**src/rtl/rxq_pkg.sv**
```systemverilog
package rxq_pkg;
  localparam int CHAR_W = 8;

  typedef struct packed {
    logic              brk;
    logic              frm;
    logic              par;
    logic [CHAR_W-1:0] data;
  } rxq_entry_t;

  function automatic logic entry_has_err(rxq_entry_t e);
    return e.brk | e.frm | e.par;
  endfunction
endpackage

```
**src/rtl/rxq_store.sv**
```systemverilog
module rxq_store #(
  parameter int DEPTH = 16,
  localparam int AW = $clog2(DEPTH)
) (
  input  logic                    clk,
  input  logic                    we,
  input  logic [AW-1:0]           waddr,
  input  rxq_pkg::rxq_entry_t     wdata,
  input  logic [AW-1:0]           raddr,
  output rxq_pkg::rxq_entry_t     rdata
);
  rxq_pkg::rxq_entry_t mem [DEPTH];

  always_ff @(posedge clk) begin
    if (we) mem[waddr] <= wdata;
  end

  assign rdata = mem[raddr];
endmodule

```
**src/rtl/rxq_trig.sv**
```systemverilog
module rxq_trig #(
  parameter int DEPTH = 16,
  localparam int LW = $clog2(DEPTH) + 1
) (
  input  logic          fifo_en,
  input  logic [1:0]    trig_sel,
  input  logic [LW-1:0] level,
  output logic          hit
);
  localparam int T1 = (DEPTH < 4)  ? DEPTH : 4;
  localparam int T2 = (DEPTH < 8)  ? DEPTH : 8;
  localparam int T3 = (DEPTH < 14) ? DEPTH : 14;

  logic [LW-1:0] thr;

  always_comb begin
    if (!fifo_en) thr = LW'(1);
    else begin
      unique case (trig_sel)
        2'd0: thr = LW'(1);
        2'd1: thr = LW'(T1);
        2'd2: thr = LW'(T2);
        default: thr = LW'(T3);
      endcase
    end
  end

  assign hit = (level >= thr);
endmodule

```
**src/rtl/rxq_ctrl.sv**
```systemverilog
module rxq_ctrl #(
  parameter int DEPTH = 16,
  localparam int AW = $clog2(DEPTH),
  localparam int LW = AW + 1
) (
  input  logic          clk,
  input  logic          rst,
  input  logic          fifo_en,
  input  logic          clr,
  input  logic          wr_vld,
  input  logic          wr_err,
  input  logic          rd_pop,
  input  logic          lsr_rd,
  input  logic          head_err,
  output logic          we,
  output logic [AW-1:0] wptr,
  output logic [AW-1:0] rptr,
  output logic [LW-1:0] level,
  output logic          overrun,
  output logic          err_any
);
  logic          mode_q;
  logic          flush, pop, acc, full;
  logic [LW-1:0] cap;
  logic [LW-1:0] errc;

  assign cap   = fifo_en ? LW'(DEPTH) : LW'(1);
  assign flush = clr | (fifo_en != mode_q);
  assign full  = (level >= cap);
  assign pop   = rd_pop & (level != '0) & ~flush;
  assign acc   = wr_vld & (~full | pop) & ~flush;
  assign we    = acc;

  always_ff @(posedge clk) begin
    if (rst || flush) begin
      mode_q  <= fifo_en;
      wptr    <= '0;
      rptr    <= '0;
      level   <= '0;
      errc    <= '0;
      overrun <= 1'b0;
    end else begin
      if (acc) wptr <= wptr + AW'(1);
      if (pop) rptr <= rptr + AW'(1);
      level <= level + LW'(acc) - LW'(pop);
      errc  <= errc + LW'(acc & wr_err) - LW'(pop & head_err);
      if (wr_vld && !acc)  overrun <= 1'b1;
      else if (lsr_rd)     overrun <= 1'b0;
    end
  end

  assign err_any = (errc != '0);


  level_cap_chk: assert property (@(posedge clk) disable iff (rst)
    (fifo_en == mode_q) |-> (level <= cap));

  clr_empty_chk: assert property (@(posedge clk) disable iff (rst)
    clr |=> (level == '0 && !overrun && !err_any));

  pop_empty_chk: assert property (@(posedge clk) disable iff (rst)
    (rd_pop && level == '0 && !wr_vld && !flush) |=> (level == '0));

  err_bound_chk: assert property (@(posedge clk) disable iff (rst)
    errc <= level);

  ovr_cause_chk: assert property (@(posedge clk) disable iff (rst)
    $rose(overrun) |-> $past(wr_vld));
endmodule

```
**src/rtl/rx_err_fifo.sv**
```systemverilog
module rx_err_fifo #(
  parameter int DEPTH = 16,
  localparam int LW = $clog2(DEPTH) + 1
) (
  input  logic          clk,
  input  logic          rst,
  input  logic          fifo_en,
  input  logic          clr,
  input  logic [1:0]    trig_sel,
  input  logic          rx_ie,
  input  logic          wr_vld,
  input  logic [7:0]    wr_data,
  input  logic          wr_par,
  input  logic          wr_frm,
  input  logic          wr_brk,
  input  logic          rd_pop,
  input  logic          lsr_rd,
  output logic [7:0]    rd_data,
  output logic          rd_par,
  output logic          rd_frm,
  output logic          rd_brk,
  output logic          data_rdy,
  output logic [LW-1:0] level,
  output logic          trig_hit,
  output logic          rx_irq,
  output logic          overrun,
  output logic          err_any
);
  localparam int AW = $clog2(DEPTH);

  rxq_pkg::rxq_entry_t in_e, head_e;
  logic          we;
  logic [AW-1:0] wptr, rptr;

  assign in_e = '{brk: wr_brk, frm: wr_frm, par: wr_par, data: wr_data};

  rxq_store #(.DEPTH(DEPTH)) u_store (
    .clk(clk), .we(we), .waddr(wptr), .wdata(in_e),
    .raddr(rptr), .rdata(head_e)
  );

  rxq_ctrl #(.DEPTH(DEPTH)) u_ctrl (
    .clk(clk), .rst(rst), .fifo_en(fifo_en), .clr(clr),
    .wr_vld(wr_vld), .wr_err(rxq_pkg::entry_has_err(in_e)),
    .rd_pop(rd_pop), .lsr_rd(lsr_rd),
    .head_err(rxq_pkg::entry_has_err(head_e)),
    .we(we), .wptr(wptr), .rptr(rptr), .level(level),
    .overrun(overrun), .err_any(err_any)
  );

  rxq_trig #(.DEPTH(DEPTH)) u_trig (
    .fifo_en(fifo_en), .trig_sel(trig_sel), .level(level), .hit(trig_hit)
  );

  assign rd_data  = head_e.data;
  assign rd_par   = head_e.par;
  assign rd_frm   = head_e.frm;
  assign rd_brk   = head_e.brk;
  assign data_rdy = (level != '0);
  assign rx_irq   = trig_hit & rx_ie;


  irq_gate_chk: assert property (@(posedge clk) disable iff (rst)
    rx_irq |-> (rx_ie && data_rdy));
endmodule

```
**config.mk**
```make
export PLATFORM = sky130hd
export DESIGN_NAME = rx_err_fifo
export DESIGN_NICKNAME = d
export VERILOG_FILES = /design/src/rtl/rxq_pkg.sv /design/src/rtl/rxq_store.sv /design/src/rtl/rxq_trig.sv /design/src/rtl/rxq_ctrl.sv /design/src/rtl/rx_err_fifo.sv
export SDC_FILE = /design/constraint.sdc
export NUM_CORES = 1
export LEC_CHECK = 0
export BUFFER_PORTS_ARGS = -buffer_cell sky130_fd_sc_hd__buf_2
export CAP_MARGIN = 0
export CORE_UTILIZATION = 56
export CTS_BUF_LIST = sky130_fd_sc_hd__clkbuf_4
export DETAILED_ROUTE_END_ITERATION = 7
export GPL_TIMING_DRIVEN = 0
export HOLD_SLACK_MARGIN = 0.06
export PLACE_DENSITY = 0.83
export SLEW_MARGIN = 20
export SYNTH_ARGS = -nofsm -noshare
export SYNTH_HDL_FRONTEND = slang
export SYNTH_SLANG_ARGS = --single-unit
```
**constraint.sdc**
```tcl
create_clock -name clk -period 4.1 [get_ports clk]
set_input_delay 0.205 -clock clk [delete_from_list [all_inputs] [get_ports clk]]
set_output_delay 0.205 -clock clk [all_outputs]
set_load 0.01 [all_outputs]
```
-- After elaboration in Yosys (flattened, before gate mapping)
Memory sizes are Yosys's and may differ from the RTL's. A register that Yosys moved wholly into a read port is not among the register bits.
Cells that the tools add are included.
- word-level logic and storage cells: 49
- memories kept: 1
- bits in writable memories: 176
- bits of input ports: 21
- flip-flop bits (word level): 20
- memories (memory ; depth ; width ; rd ports ; clocked after memory_dff ; write ports ; RTL line ; RTL):
    u_store.mem ; 16 ; 11 ; 1 ; 1 ; 1 ; rxq_store.sv:12 ; rxq_pkg::rxq_entry_t mem [DEPTH];
- bitwise gates (word level): 15
- $add $sub $neg: 6
- magnitude comparators: 2
- mux-type cells: 9
- equality and inequality tests: 3
- reductions and logical operators: 7
- operator list (operator ; count):
    4-bit case mux with 3 select lines ; 1
    5-bit >= comparator ; 2
    5-bit two-way mux ; 2
    5-bit nonzero test ; 2
    4-bit by 1-bit adder with 4-bit output, second input constant ; 2
    4-bit two-way mux ; 2
    1-bit AND ; 7
    1-bit OR ; 6
    5-bit by 1-bit adder with 5-bit output ; 1
    5-bit adder ; 1
    5-bit by 1-bit subtractor with 5-bit output ; 1
    5-bit subtractor ; 1
    1-bit two-way mux ; 4
    2-bit by 1-bit == test with 1-bit output, second input constant ; 1
    2-bit == test, second input constant ; 1
    2-bit zero test ; 1
    1-bit NOT ; 2
    2-bit nonzero test ; 1
    1-bit logical AND ; 1
    1-bit zero test ; 1
    1-bit logical OR ; 1
    1-bit != test ; 1

-- Longest topological paths before layout
Gate-level depths: netlist of the first run.
- word-level depth: 10
- gate-level depth with buffers: 16
- depth with buffers taken out: 15

-- Cells and area by module
Synthesis of the first run repeated with hierarchy kept, for this count alone.
- cell total of the unflattened synthesis: 448
- area total of the unflattened synthesis: 8166.6 um2
- by module, submodules not included (module ; instances ; area each (um2) ; cells each ; seq. area each (um2)):
    rxq_store ; 1 ; 6819.0 ; 294 ; 5285.1
    rxq_ctrl ; 1 ; 1201.2 ; 133 ; 410.4
    rxq_trig ; 1 ; 115.1 ; 15 ; 0.0
    rx_err_fifo ; 1 ; 31.3 ; 6 ; 0.0

-- Worst setup path before layout of the first run
Ideal clock, no wire load.
- path type: register -> register
- start: register (tool-made name)
- end: register u_ctrl.errc[4]
- slack: 0.740 ns
- clock period less this slack: 3.360 ns
- data required time: 4.027 ns
- arrival: 3.287 ns
- cell stages (with the launch flop): 13
- cells stage by stage: dfxtp_1 -> buf_6 -> mux4_1 -> mux4_2 -> o31a_1 -> ha_1 -> inv_1 -> ha_1 -> fa_1 -> a21oi_1 -> nor2_1 -> or3_1 -> a21oi_1
- RTL lines (element ; RTL line ; RTL):
    end signal: assignment ; rxq_ctrl.sv:46 ; errc <= errc + LW'(acc & wr_err) - LW'(pop & head_err);
    end: declaration ; rxq_ctrl.sv:25 ; logic [LW-1:0] errc;

==> flow_summary.ini, run 1 <==
[outcome]
outcome = complete, no violations

[layout]
areaGrowthSynthToFinish_pct = 12.0
finalNetCount = 552
final_standard_cell_count_with_taps_included_and_fillers_excluded = 701
drive_above_1_share_pct = 24.0
diodes = 0
finalCoreUtilization_pct = 64.1
design_area_um2 = 9280

[place]
dp.final_hpwl_um = 9740
port_buffers = 41
place_worst_setup_slack_ns = 0.301
gp_congestion = 0.796
placed_cell_area_um2 = 8710
dp.cells = 652

[clock_network]
cts_inserted_buffers = 17
cts-root-to-sink-buffers = 2
cts_post_setup_buffers_inserted = 0
clock_sink_count = 200
ctsRootBufferMaster = sky130_fd_sc_hd__clkbuf_4
cts_tree = yes
clkSlewWorstSetupHoldPaths_ns = 0.14
worstSkewPairLatency_ns = 0.56
ctsHtreeMaxLevel = 4

[logic_synthesis]
async_reset_ff_share_pct = 0
yosys.cell_types.count = 44
ys_warn_count = 0
synth_area_um2 = 8280
synth.ff_latch_count = 200
netlist_instances = 427
syn-mean-instance-area_um2 = 19.4
synth-seq-area-share_pct = 69.8
synth_enable_flop_cells = 177
synth-main-ff-cell = sky130_fd_sc_hd__edfxtp_1
mappedNetlistNets = 475

[critical_path]
critical-path-slowest-cell = sky130_fd_sc_hd__fa_1
timing.critical_path.mode_cell = sky130_fd_sc_hd__a21oi_1
crit_path_max_fanout = 10
critical_path_cell_list = clkbuf_1 > buf_2 > mux4_2 > a211oi_1 > a21oi_1 > o31a_1 > ha_1 > inv_1 > ha_1 > fa_1 > a21oi_1 > nor2_1 > or3_1 > a21oi_1
cp.arrival_ns = 4.33
cp.required_ns = 4.59
start_kind = register
worstSetupEndpointType = register
cp_slowest_stage_delay_ns = 0.41
worstSetupPathType = reg2reg

[pwr]
vdd_drop_max_mv = 0.170
power.switching_fraction_pct = 18.7
leakage_nw = 3.17
pwr-share-clk_pct = 35.7
netSwitchingPower_mw = 0.672
internal_power_mw = 2.93
power_frac_seq_pct = 61.7
fin_total_pwr_mw = 3.60
combinationalPowerShare_pct = 2.6
power.density_nw_per_um2 = 388

[sta]
slew_headroom_pct = 44.6
rsz_0062_raised_after_global_routing = false
slew_violations = 0
final_min_period_over_clock_period_pct = 93.5
finalHoldViolations = 0
fin_setup_tns_ns = 0
timing.final.setup_violations = 0
timing.clock.skew_ns = 0.0145
final.hold.worst_slack_ns = 0.112
worst_slack_ns = 0.268
final.min_clock_period_ns = 3.83
achievable-frequency_ghz = 0.261
worst-slew-pin-transition_ns = 0.831

[die]
floorplan.die.width_um = 124
initial_utilization_pct = 57.2
overall_die_area_um2 = 15300
pin_count = 42
die_height_um = 124
coreArea_um2 = 14500
rows = 44

[global_route]
largest_net_degree_at_the_start_of_global_routing = 18
grt_use_total_pct = 22.5
grt_first_pass_wirelength_um = 23900
grt.overflow.total = 0
antenna_found_initial = 0
vias_in_the_first_global_route = 4244

[routing]
route.vias.total = 4178
wire_per_inst_um = 22.7
drt.antenna.violating_nets = 0
vias_per_cell = 5.96
detailedRoute.firstIterationViolations = 387
drc = 0
first_pass_iters = 4
routed_wl_um = 15900

[worst_hold_path]
hold_class = in2reg

[job]
timing.max_cap.violations = 0
==> cells in the final DEF (no fill, tap or decap), drive strengths merged, types with 4 or more instances in the layout <==
cell type	n
dlygate4sd3	17
xor2	6
o21ai	7
and3	16
and2	7
inv	18
xnor2	4
ha	25
nor2	18
clkinv	7
dfxtp	23
edfxtp	177
a21oi	12
mux4	53
nand3	5
bufinv	7
nor2b	4
buf	51
clkbuf	23
nand2	6
==> cell usage after synthesis (2+ instances only) <==
master	count	share of area [%]
sky130_fd_sc_hd__nor2_1	18	0.82
sky130_fd_sc_hd__and2_1	7	0.53
sky130_fd_sc_hd__nor2b_1	4	0.30
sky130_fd_sc_hd__nand2_1	6	0.27
sky130_fd_sc_hd__o21ai_0	7	0.42
sky130_fd_sc_hd__a21oi_1	12	0.73
sky130_fd_sc_hd__buf_12	3	0.73
sky130_fd_sc_hd__mux4_2	38	10
sky130_fd_sc_hd__and3_1	16	1.2
sky130_fd_sc_hd__mux4_1	15	4.8
sky130_fd_sc_hd__buf_4	2	0.18
sky130_fd_sc_hd__xnor2_1	4	0.42
sky130_fd_sc_hd__o31a_1	2	0.21
sky130_fd_sc_hd__a21o_1	3	0.27
sky130_fd_sc_hd__or3_1	2	0.15
sky130_fd_sc_hd__inv_1	18	0.82
sky130_fd_sc_hd__edfxtp_1	177	64
sky130_fd_sc_hd__clkbuf_1	4	0.18
sky130_fd_sc_hd__mux2i_1	3	0.36
sky130_fd_sc_hd__xor2_1	6	0.63
sky130_fd_sc_hd__ha_1	25	3.8
sky130_fd_sc_hd__fa_1	2	0.48
sky130_fd_sc_hd__nand2b_1	3	0.23
sky130_fd_sc_hd__dfxtp_1	23	5.6
sky130_fd_sc_hd__buf_2	4	0.24
sky130_fd_sc_hd__nand3_1	5	0.30
==> critical path: cells and delay by family (launching register included) <==
| kind | cells | cell delay, ns |
|---|---|---|
| flops | 1 | 0.34 |
| compound gates | 5 | 1.00 |
| simple gates | 2 | 0.42 |
| buf+inv | 3 | 0.74 |
| fa+ha+maj | 3 | 0.91 |
| mux | 1 | 0.35 |
==> worst paths after layout <==
| check | depth (start not counted) | endpoint | from | slack, ns |
|---|---|---|---|---|
| max | 14 | u_ctrl.errc[4]$_SDFF_PP0_ | register | 0.27 |
| min | 4 | u_ctrl.errc[4]$_SDFF_PP0_ | clr | 0.11 |
| max reg2reg | 14 | u_ctrl.errc[4]$_SDFF_PP0_ | register | 0.27 |
| min reg2reg | 2 | u_ctrl.wptr[1]$_SDFFE_PP0P_ | u_ctrl.wptr[1]$_SDFFE_PP0P_ | 0.55 |
==> state kept, by name, indices dropped and copies added (netlist names), named ones only <==
register	cells
u_ctrl.mode_q	1
u_ctrl.overrun	1
u_ctrl.rptr	4
u_ctrl.errc	5
u_store.mem	176
u_ctrl.level	5
u_ctrl.wptr	4
==> cells by family (layout without fill, tap and decap cells) <==
logic type | Yosys count | in the layout | share of synthesized area, %
multiplexers | 56 | 56 | 15.5
XOR/XNOR | 10 | 10 | 1.06
AO/OA/AOI/OAI | 32 | 32 | 2.45
AND/OR/NAND/NOR | 67 | 67 | 4.37
flip-flops | 200 | 200 | 69.8
buffers and inverters | 35 | 125 | 2.64
adder cells (fa/ha/maj) | 27 | 27 | 4.26
==> layout make-up <==
| type | count | area [um2] |
|---|---|---|
| Sequential cell | 200 | 5780 |
| Fill cell | 987 | 5200 |
| Multi-Input combinational cell | 192 | 2290 |
| Timing Repair Buffer | 58 | 375 |
| Clock inverter | 14 | 253 |
| Tap cell | 184 | 230 |
| Buffer | 16 | 148 |
| Clock buffer | 18 | 135 |
| Inverter | 19 | 71.3 |
==> power by group through the flow <==
stage          registers, mW  clock network (mW)  logic (mW)
6_report                2.22                1.28      0.0941
5_1_grt                 2.22                1.37       0.105
4_1_cts                 2.22                1.30      0.0940
3_5_place_dp            2.26                   0      0.0813
3_3_place_gp            2.26                   0      0.0751
2_1_floorplan           2.26                   0      0.0344
==> what timing repair did <==
item | 4_1_cts | 5_1_grt
gates resized for setup | 0 | 1
hold buffers | 17 | 0
hold endpoints to repair | 184 | 0
setup endpoints to repair | 0 | 1
==> metal layers <==
layer  up-vias  part of all wire (%)  GRT usage, %  wire length [um]
li1       1872                     -             -                 -
met1      2134                    41          29.6              6540
met2       141                    51          37.3              8070
met3        31                   5.6          3.71               889
met4         0                   2.6          10.2               409
met5         -                     0             0                 0
(Power assumes the default switching activity.)
==> run 2, diff against run 1 <==
--- a/config.mk
+++ b/config.mk
@@ -13,6 +13,7 @@
 export GPL_TIMING_DRIVEN = 0
 export HOLD_SLACK_MARGIN = 0.06
 export PLACE_DENSITY = 0.83
+export REMOVE_ABC_BUFFERS = 1
 export SLEW_MARGIN = 20
 export SYNTH_ARGS = -nofsm -noshare
 export SYNTH_HDL_FRONTEND = slang
==> run 2 against run 1 <==
Against the previous run:
- critical path depth unchanged
- highest routed layer unchanged
- die area unchanged
- combinational power increased by 0.9%
- largest power group unchanged
- register-to-register slack about the same
- clock-buffer cell count increased by 1
- final area decreased by 1.7%
- wire length decreased by 2.4%
- core utilization decreased by 1.1 points
- non-clock buffer count decreased by 11
- global-route usage decreased by 0.13 points
- largest cell class unchanged
- setup slack improved by 0.0027 ns
- worst hold slack improved by 0.058 ns
==> flow_summary.ini, run 2 (synthesized netlist as in run 1, its figures left out) <==
[clock_network]
ctsHtreeMaxLevel = 4
cts_tree = yes
worstSkewPairLatency_ns = 0.57
cts-root-to-sink-buffers = 2
ctsRootBufferMaster = sky130_fd_sc_hd__clkbuf_4
cts_inserted_buffers = 17
clock_sink_count = 200
clkSlewWorstSetupHoldPaths_ns = 0.13

[die]
rows = 44
pin_count = 42
floorplan.die.width_um = 124
coreArea_um2 = 14500
initial_utilization_pct = 57.2
overall_die_area_um2 = 15300
die_height_um = 124

[routing]
drt.antenna.violating_nets = 0
routed_wl_um = 15500
route.vias.total = 4125
drc = 0
first_pass_iters = 8
wire_per_inst_um = 22.5
vias_per_cell = 5.98
detailedRoute.firstIterationViolations = 465

[global_route]
vias_in_the_first_global_route = 4308
antenna_found_initial = 0
grt.overflow.total = 0
grt_use_total_pct = 22.4
grt_first_pass_wirelength_um = 23700
largest_net_degree_at_the_start_of_global_routing = 31

[sta]
slew_violations = 0
finalHoldViolations = 0
worst-slew-pin-transition_ns = 0.968
rsz_0062_raised_after_global_routing = false
worst_slack_ns = 0.271
timing.final.setup_violations = 0
slew_headroom_pct = 35.4
fin_setup_tns_ns = 0
final_min_period_over_clock_period_pct = 93.4
achievable-frequency_ghz = 0.261
timing.clock.skew_ns = 0.0165
final.min_clock_period_ns = 3.83

[layout]
design_area_um2 = 9120
mostFrequentLayoutCells = 177 x sky130_fd_sc_hd__edfxtp_1, 41 x sky130_fd_sc_hd__buf_2, 38 x sky130_fd_sc_hd__mux4_2
largest_register_ffs = 176
n_fill_cell = 994
most_common_library_cell_in_the_layout_ignoring_fill_and_taps = sky130_fd_sc_hd__edfxtp_1
reg_top3 = u_store.mem x176, u_ctrl.errc x5, u_ctrl.level x5
finalNetCount = 541
final_standard_cell_count_with_taps_included_and_fillers_excluded = 690
drive_above_1_share_pct = 22.9
diodes = 0
registers.top_by_ff_count = u_store.mem
areaGrowthSynthToFinish_pct = 10.2

[critical_path]
cp.arrival_ns = 4.32
start_kind = register
worstSetupEndpointType = register
worstSetupPathType = reg2reg
crit_path_max_fanout = 30
reg2reg_depth = 14
rrSetupSlack_ns = 0.27
critical_path.endpoint = u_ctrl.errc[4]$_SDFF_PP0_
cp_slowest_stage_delay_ns = 0.53
timing.critical_path.mode_cell = sky130_fd_sc_hd__a21oi_1
critical-path-slowest-cell = sky130_fd_sc_hd__dfxtp_4
cp.required_ns = 4.59
critical_path_cell_list = buf_12 > mux4_2 > nor2b_1 > a211oi_1 > a21oi_1 > o31a_1 > ha_1 > inv_1 > ha_1 > fa_1 > a21oi_1 > nor2_1 > or3_1 > a21oi_1
rr_endpoint = u_ctrl.errc[4]$_SDFF_PP0_

[place]
dp.final_hpwl_um = 9100
gp_congestion = 0.746
placed_cell_area_um2 = 8620
dp.cells = 638
place_worst_setup_slack_ns = -0.0112
port_buffers = 41

[job]
timing.max_cap.violations = 0

[pwr]
vdd_drop_max_mv = 0.168
leakage_nw = 3.08
power.density_nw_per_um2 = 372

[outcome]
outcome = complete, no violations

[worst_hold_path]
hold_class = in2reg
run 2: worst max-delay path, delay by kind of cell, from the launching register on:
kind / cells / cell delay, ns
flip-flops: 1 / 0.53
multiplexers: 1 / 0.32
adder cells (fa/ha/maj): 3 / 0.90
AND/OR/NAND/NOR: 3 / 0.56
buffers and inverters: 2 / 0.29
AO/OA/AOI/OAI: 5 / 1.14
run 2: worst min-delay path by stage:
stage	endpoint	cells past startpoint	slack, ns	startpoint
final	u_ctrl.wptr[1]$_SDFFE_PP0P_	5	0.17	rd_pop
after floorplan	u_ctrl.mode_q$_DFFE_PP_	0	0.30	fifo_en
after global routing	u_ctrl.wptr[1]$_SDFFE_PP0P_	5	0.16	rd_pop
after global placement	u_ctrl.overrun$_SDFFE_PP0P_	2	0.45	u_ctrl.overrun$_SDFFE_PP0P_
after CTS	u_ctrl.wptr[1]$_SDFFE_PP0P_	5	0.12	rd_pop
after detailed placement	u_ctrl.overrun$_SDFFE_PP0P_	2	0.47	u_ctrl.overrun$_SDFFE_PP0P_
run 2: what timing repair did:
item / 4_1_cts / 5_1_grt
resized for setup: 0 / 2
hold buffers: 18 / 0
setup buffers: 2 / 0
endpoints found under the hold margin: 185 / 0
setup endpoints to repair: 1 / 2
run 2: final cells by class:
type,instances,area (um2),area share (%)
flip-flops and latches,200,5780,63.4
clock inverters,13,159,1.74
multi-input cells,192,2290,25.1
repair buffers,63,440,4.83
clock buffers,19,143,1.56
well taps,184,230,2.52
inverters,19,71.3,0.782
run 2: where the power goes:
part / internal, mW / switching, mW
clock: 0.484 / 0.596
sequential: 2.22 / 0.00169
combinational: 0.0384 / 0.0565
run 2: through the flow:
stage / hold WS (ns) / util [%] / total power [mW]
final: 0.170 / 63.0 / 3.39
after global routing: 0.159 / 63.0 / 3.49
after CTS: 0.121 / 63.0 / 3.41
after detailed placement: 0.467 / 59.5 / 2.35
after global placement: 0.454 / 59.2 / 2.34
after floorplan: 0.304 / - / 2.30
run 2: per-layer routing:
layer | global-route usage (%) | vias up | share of wire [%]
met4 | 7.68 | 0 | 1.6
li1 | - | 1851 | -
met2 | 37.2 | 145 | 51
met1 | 29.5 | 2106 | 41
met5 | 0 | - | 0
met3 | 4.90 | 23 | 6.1
==> run 3, diff against run 2 <==
--- a/config.mk
+++ b/config.mk
@@ -7,13 +7,14 @@
 export LEC_CHECK = 0
 export BUFFER_PORTS_ARGS = -buffer_cell sky130_fd_sc_hd__buf_2
 export CAP_MARGIN = 0
-export CORE_UTILIZATION = 56
+export CORE_UTILIZATION = 50
 export CTS_BUF_LIST = sky130_fd_sc_hd__clkbuf_4
 export DETAILED_ROUTE_END_ITERATION = 7
 export GPL_TIMING_DRIVEN = 0
 export HOLD_SLACK_MARGIN = 0.06
-export PLACE_DENSITY = 0.83
+export PLACE_DENSITY = 0.76
 export REMOVE_ABC_BUFFERS = 1
+export SKIP_CTS_REPAIR_TIMING = 1
 export SLEW_MARGIN = 20
 export SYNTH_ARGS = -nofsm -noshare
 export SYNTH_HDL_FRONTEND = slang
==> run 3 against run 2 <==
Against the previous run:
- critical path depth decreased by 1
- register-to-register slack about the same
- largest cell class unchanged
- largest power group unchanged
- cell count increased by 4.2%
- highest routed layer unchanged
- critical path type unchanged
- critical endpoint unchanged
- core utilization decreased by 6.1 points
==> flow_summary.ini, run 3 (synthesized netlist as in run 1, its figures left out) <==
[die]
rows = 46
die_height_um = 131
floorplan.die.width_um = 131
pin_count = 42
initial_utilization_pct = 51.7
overall_die_area_um2 = 17100
coreArea_um2 = 16000

[job]
timing.max_cap.violations = 0

[critical_path]
rr_endpoint = u_ctrl.errc[4]$_SDFF_PP0_
cp.required_ns = 4.59
worstSetupPathType = reg2reg
start_kind = register
worstSetupEndpointType = register
rrSetupSlack_ns = 0.28
cp.arrival_ns = 4.31
reg2reg_depth = 13
crit_path_max_fanout = 23

[layout]
regArea_um2 = 5780
multi_input_area_um2 = 2290
mostFrequentLayoutCells = 177 x sky130_fd_sc_hd__edfxtp_1, 41 x sky130_fd_sc_hd__buf_2, 38 x sky130_fd_sc_hd__mux4_2
drive_above_1_share_pct = 23.7
most_common_library_cell_in_the_layout_ignoring_fill_and_taps = sky130_fd_sc_hd__edfxtp_1
finalNetCount = 538
n_fill_cell = 1227
registers.top_by_ff_count = u_store.mem
reg_top3 = u_store.mem x176, u_ctrl.errc x5, u_ctrl.level x5
largest_register_ffs = 176
areaGrowthSynthToFinish_pct = 9.90
diodes = 0

[routing]
wl_met2_um = 7880
maxUsedRoutingLayer = met4
dr_wl_met3_um = 1120
first_pass_iters = 4
vias_per_cell = 5.61
drt-met1-wl_um = 6390
detailedRoute.firstIterationViolations = 474
drt.antenna.violating_nets = 0
route.vias.total = 4035
routed_wl_um = 15600
drc = 0
wire_per_inst_um = 21.7

[sta]
slew_violations = 0
timing.clock.skew_ns = 0.0201
worst-slew-pin-transition_ns = 0.997
worst_slack_ns = 0.279
final.min_clock_period_ns = 3.82
final_min_period_over_clock_period_pct = 93.2
slew_headroom_pct = 33.4
rsz_0062_raised_after_global_routing = false
timing.final.setup_violations = 0
finalHoldViolations = 0
final.hold.worst_slack_ns = 0.0709
achievable-frequency_ghz = 0.262

[global_route]
grt_first_pass_wirelength_um = 23500
grt_use_total_pct = 19.9
antenna_found_initial = 0
largest_net_degree_at_the_start_of_global_routing = 27
grt.overflow.total = 0
vias_in_the_first_global_route = 4113

[clock_network]
clkSlewWorstSetupHoldPaths_ns = 0.14
cts_tree = yes
cts-root-to-sink-buffers = 2
cts_inserted_buffers = 17
ctsRootBufferMaster = sky130_fd_sc_hd__clkbuf_4
worstSkewPairLatency_ns = 0.56
ctsHtreeMaxLevel = 4
clock_sink_count = 200

[worst_hold_path]
hold-path-endpoint = u_ctrl.level[1]$_SDFF_PP0_
timing.hold.worst_path_depth = 3
launch_point_of_the_worst_hold_path = clr
hold_class = in2reg

[place]
port_buffers = 41
gp_congestion = 0.738
place_worst_setup_slack_ns = 0.0905
dp.final_hpwl_um = 9430

[pwr]
vdd_drop_max_mv = 0.149
fin_total_pwr_mw = 3.25
leakage_nw = 3.04
power.density_nw_per_um2 = 357

[outcome]
outcome = complete, no violations
-- run 3: cell types whose count changed in the layout (fill, tap and decap cells not counted) --
cell                            delta
sky130_fd_sc_hd__clkinv_1          -4
sky130_fd_sc_hd__buf_4             -2
sky130_fd_sc_hd__buf_12            -1
sky130_fd_sc_hd__inv_6             +1
sky130_fd_sc_hd__clkbuf_4          +1
sky130_fd_sc_hd__clkinv_4          +2
sky130_fd_sc_hd__dlygate4sd3_1     -2
sky130_fd_sc_hd__buf_8             +1
sky130_fd_sc_hd__buf_16            +1
sky130_fd_sc_hd__clkinvlp_4        +3
sky130_fd_sc_hd__bufinv_16         -3
-- run 3: how the worst max path moves through the flow --
| stage | cells past startpoint | from | slack (ns) | to |
|---|---|---|---|---|
| final | 13 | register | 0.28 | u_ctrl.errc[4]$_SDFF_PP0_ |
| after global placement | 13 | register | -1.67 | u_ctrl.errc[4]$_SDFF_PP0_ |
| after detailed placement | 13 | register | 0.09 | u_ctrl.errc[4]$_SDFF_PP0_ |
| after floorplan | 11 | register | -0.72 | u_ctrl.errc[4]$_SDFF_PP0_ |
| after CTS | 13 | register | 0.06 | u_ctrl.errc[4]$_SDFF_PP0_ |
| after global routing | 13 | register | 0.03 | u_ctrl.errc[4]$_SDFF_PP0_ |
-- run 3: routing by layer --
metal  up-vias  track usage [%]
met5         -                0
li1       1849                -
met1      2051             26.5
met4         0             6.29
met3        16             4.68
met2       119             32.5
-- run 3: worst max-delay path, cell delays in order (launching register included) --
cell and delay (ns):
sky130_fd_sc_hd__dfxtp_4 0.53, sky130_fd_sc_hd__buf_12 0.26, sky130_fd_sc_hd__mux4_2 0.53, sky130_fd_sc_hd__a211oi_1 0.29, sky130_fd_sc_hd__a21oi_1 0.12, sky130_fd_sc_hd__o31a_1 0.34
sky130_fd_sc_hd__ha_1 0.28, sky130_fd_sc_hd__inv_1 0.04, sky130_fd_sc_hd__ha_1 0.21, sky130_fd_sc_hd__fa_1 0.42, sky130_fd_sc_hd__a21oi_1 0.17, sky130_fd_sc_hd__nor2_1 0.07
sky130_fd_sc_hd__or3_1 0.34, sky130_fd_sc_hd__a21oi_1 0.16
-- run 3: cell type report --
type                       count  share of cell area [%]
sequential                   200                    63.6
clock inverter                12                    1.13
inverter                      19                   0.784
multi-input combinational    192                    25.2
clock buffer                  20                    1.65
timing repair buffer          60                    4.70
tap                          216                    2.97
-- run 3: stage by stage --
stage | cell area [um2] | TNS [ns] | util, % | instances
6_report | 9100 | 0 | 56.9 | 719
5_1_grt | 9100 | 0 | 56.9 | 719
3_5_place_dp | 8670 | 0 | 54.2 | 670
3_3_place_gp | 8610 | -6.13 | 53.8 | 668
2_1_floorplan | 8130 | -1.51 | - | 411
4_1_cts | 8920 | 0 | 55.7 | 702
-- run 3: power breakdown --
group | switching [mW] | total (mW) | leakage (nW) | internal [mW]
combinational | 0.0555 | 0.0926 | 1.12 | 0.0371
clock | 0.619 | 0.937 | 0.137 | 0.318
sequential | 0.00170 | 2.22 | 1.78 | 2.22
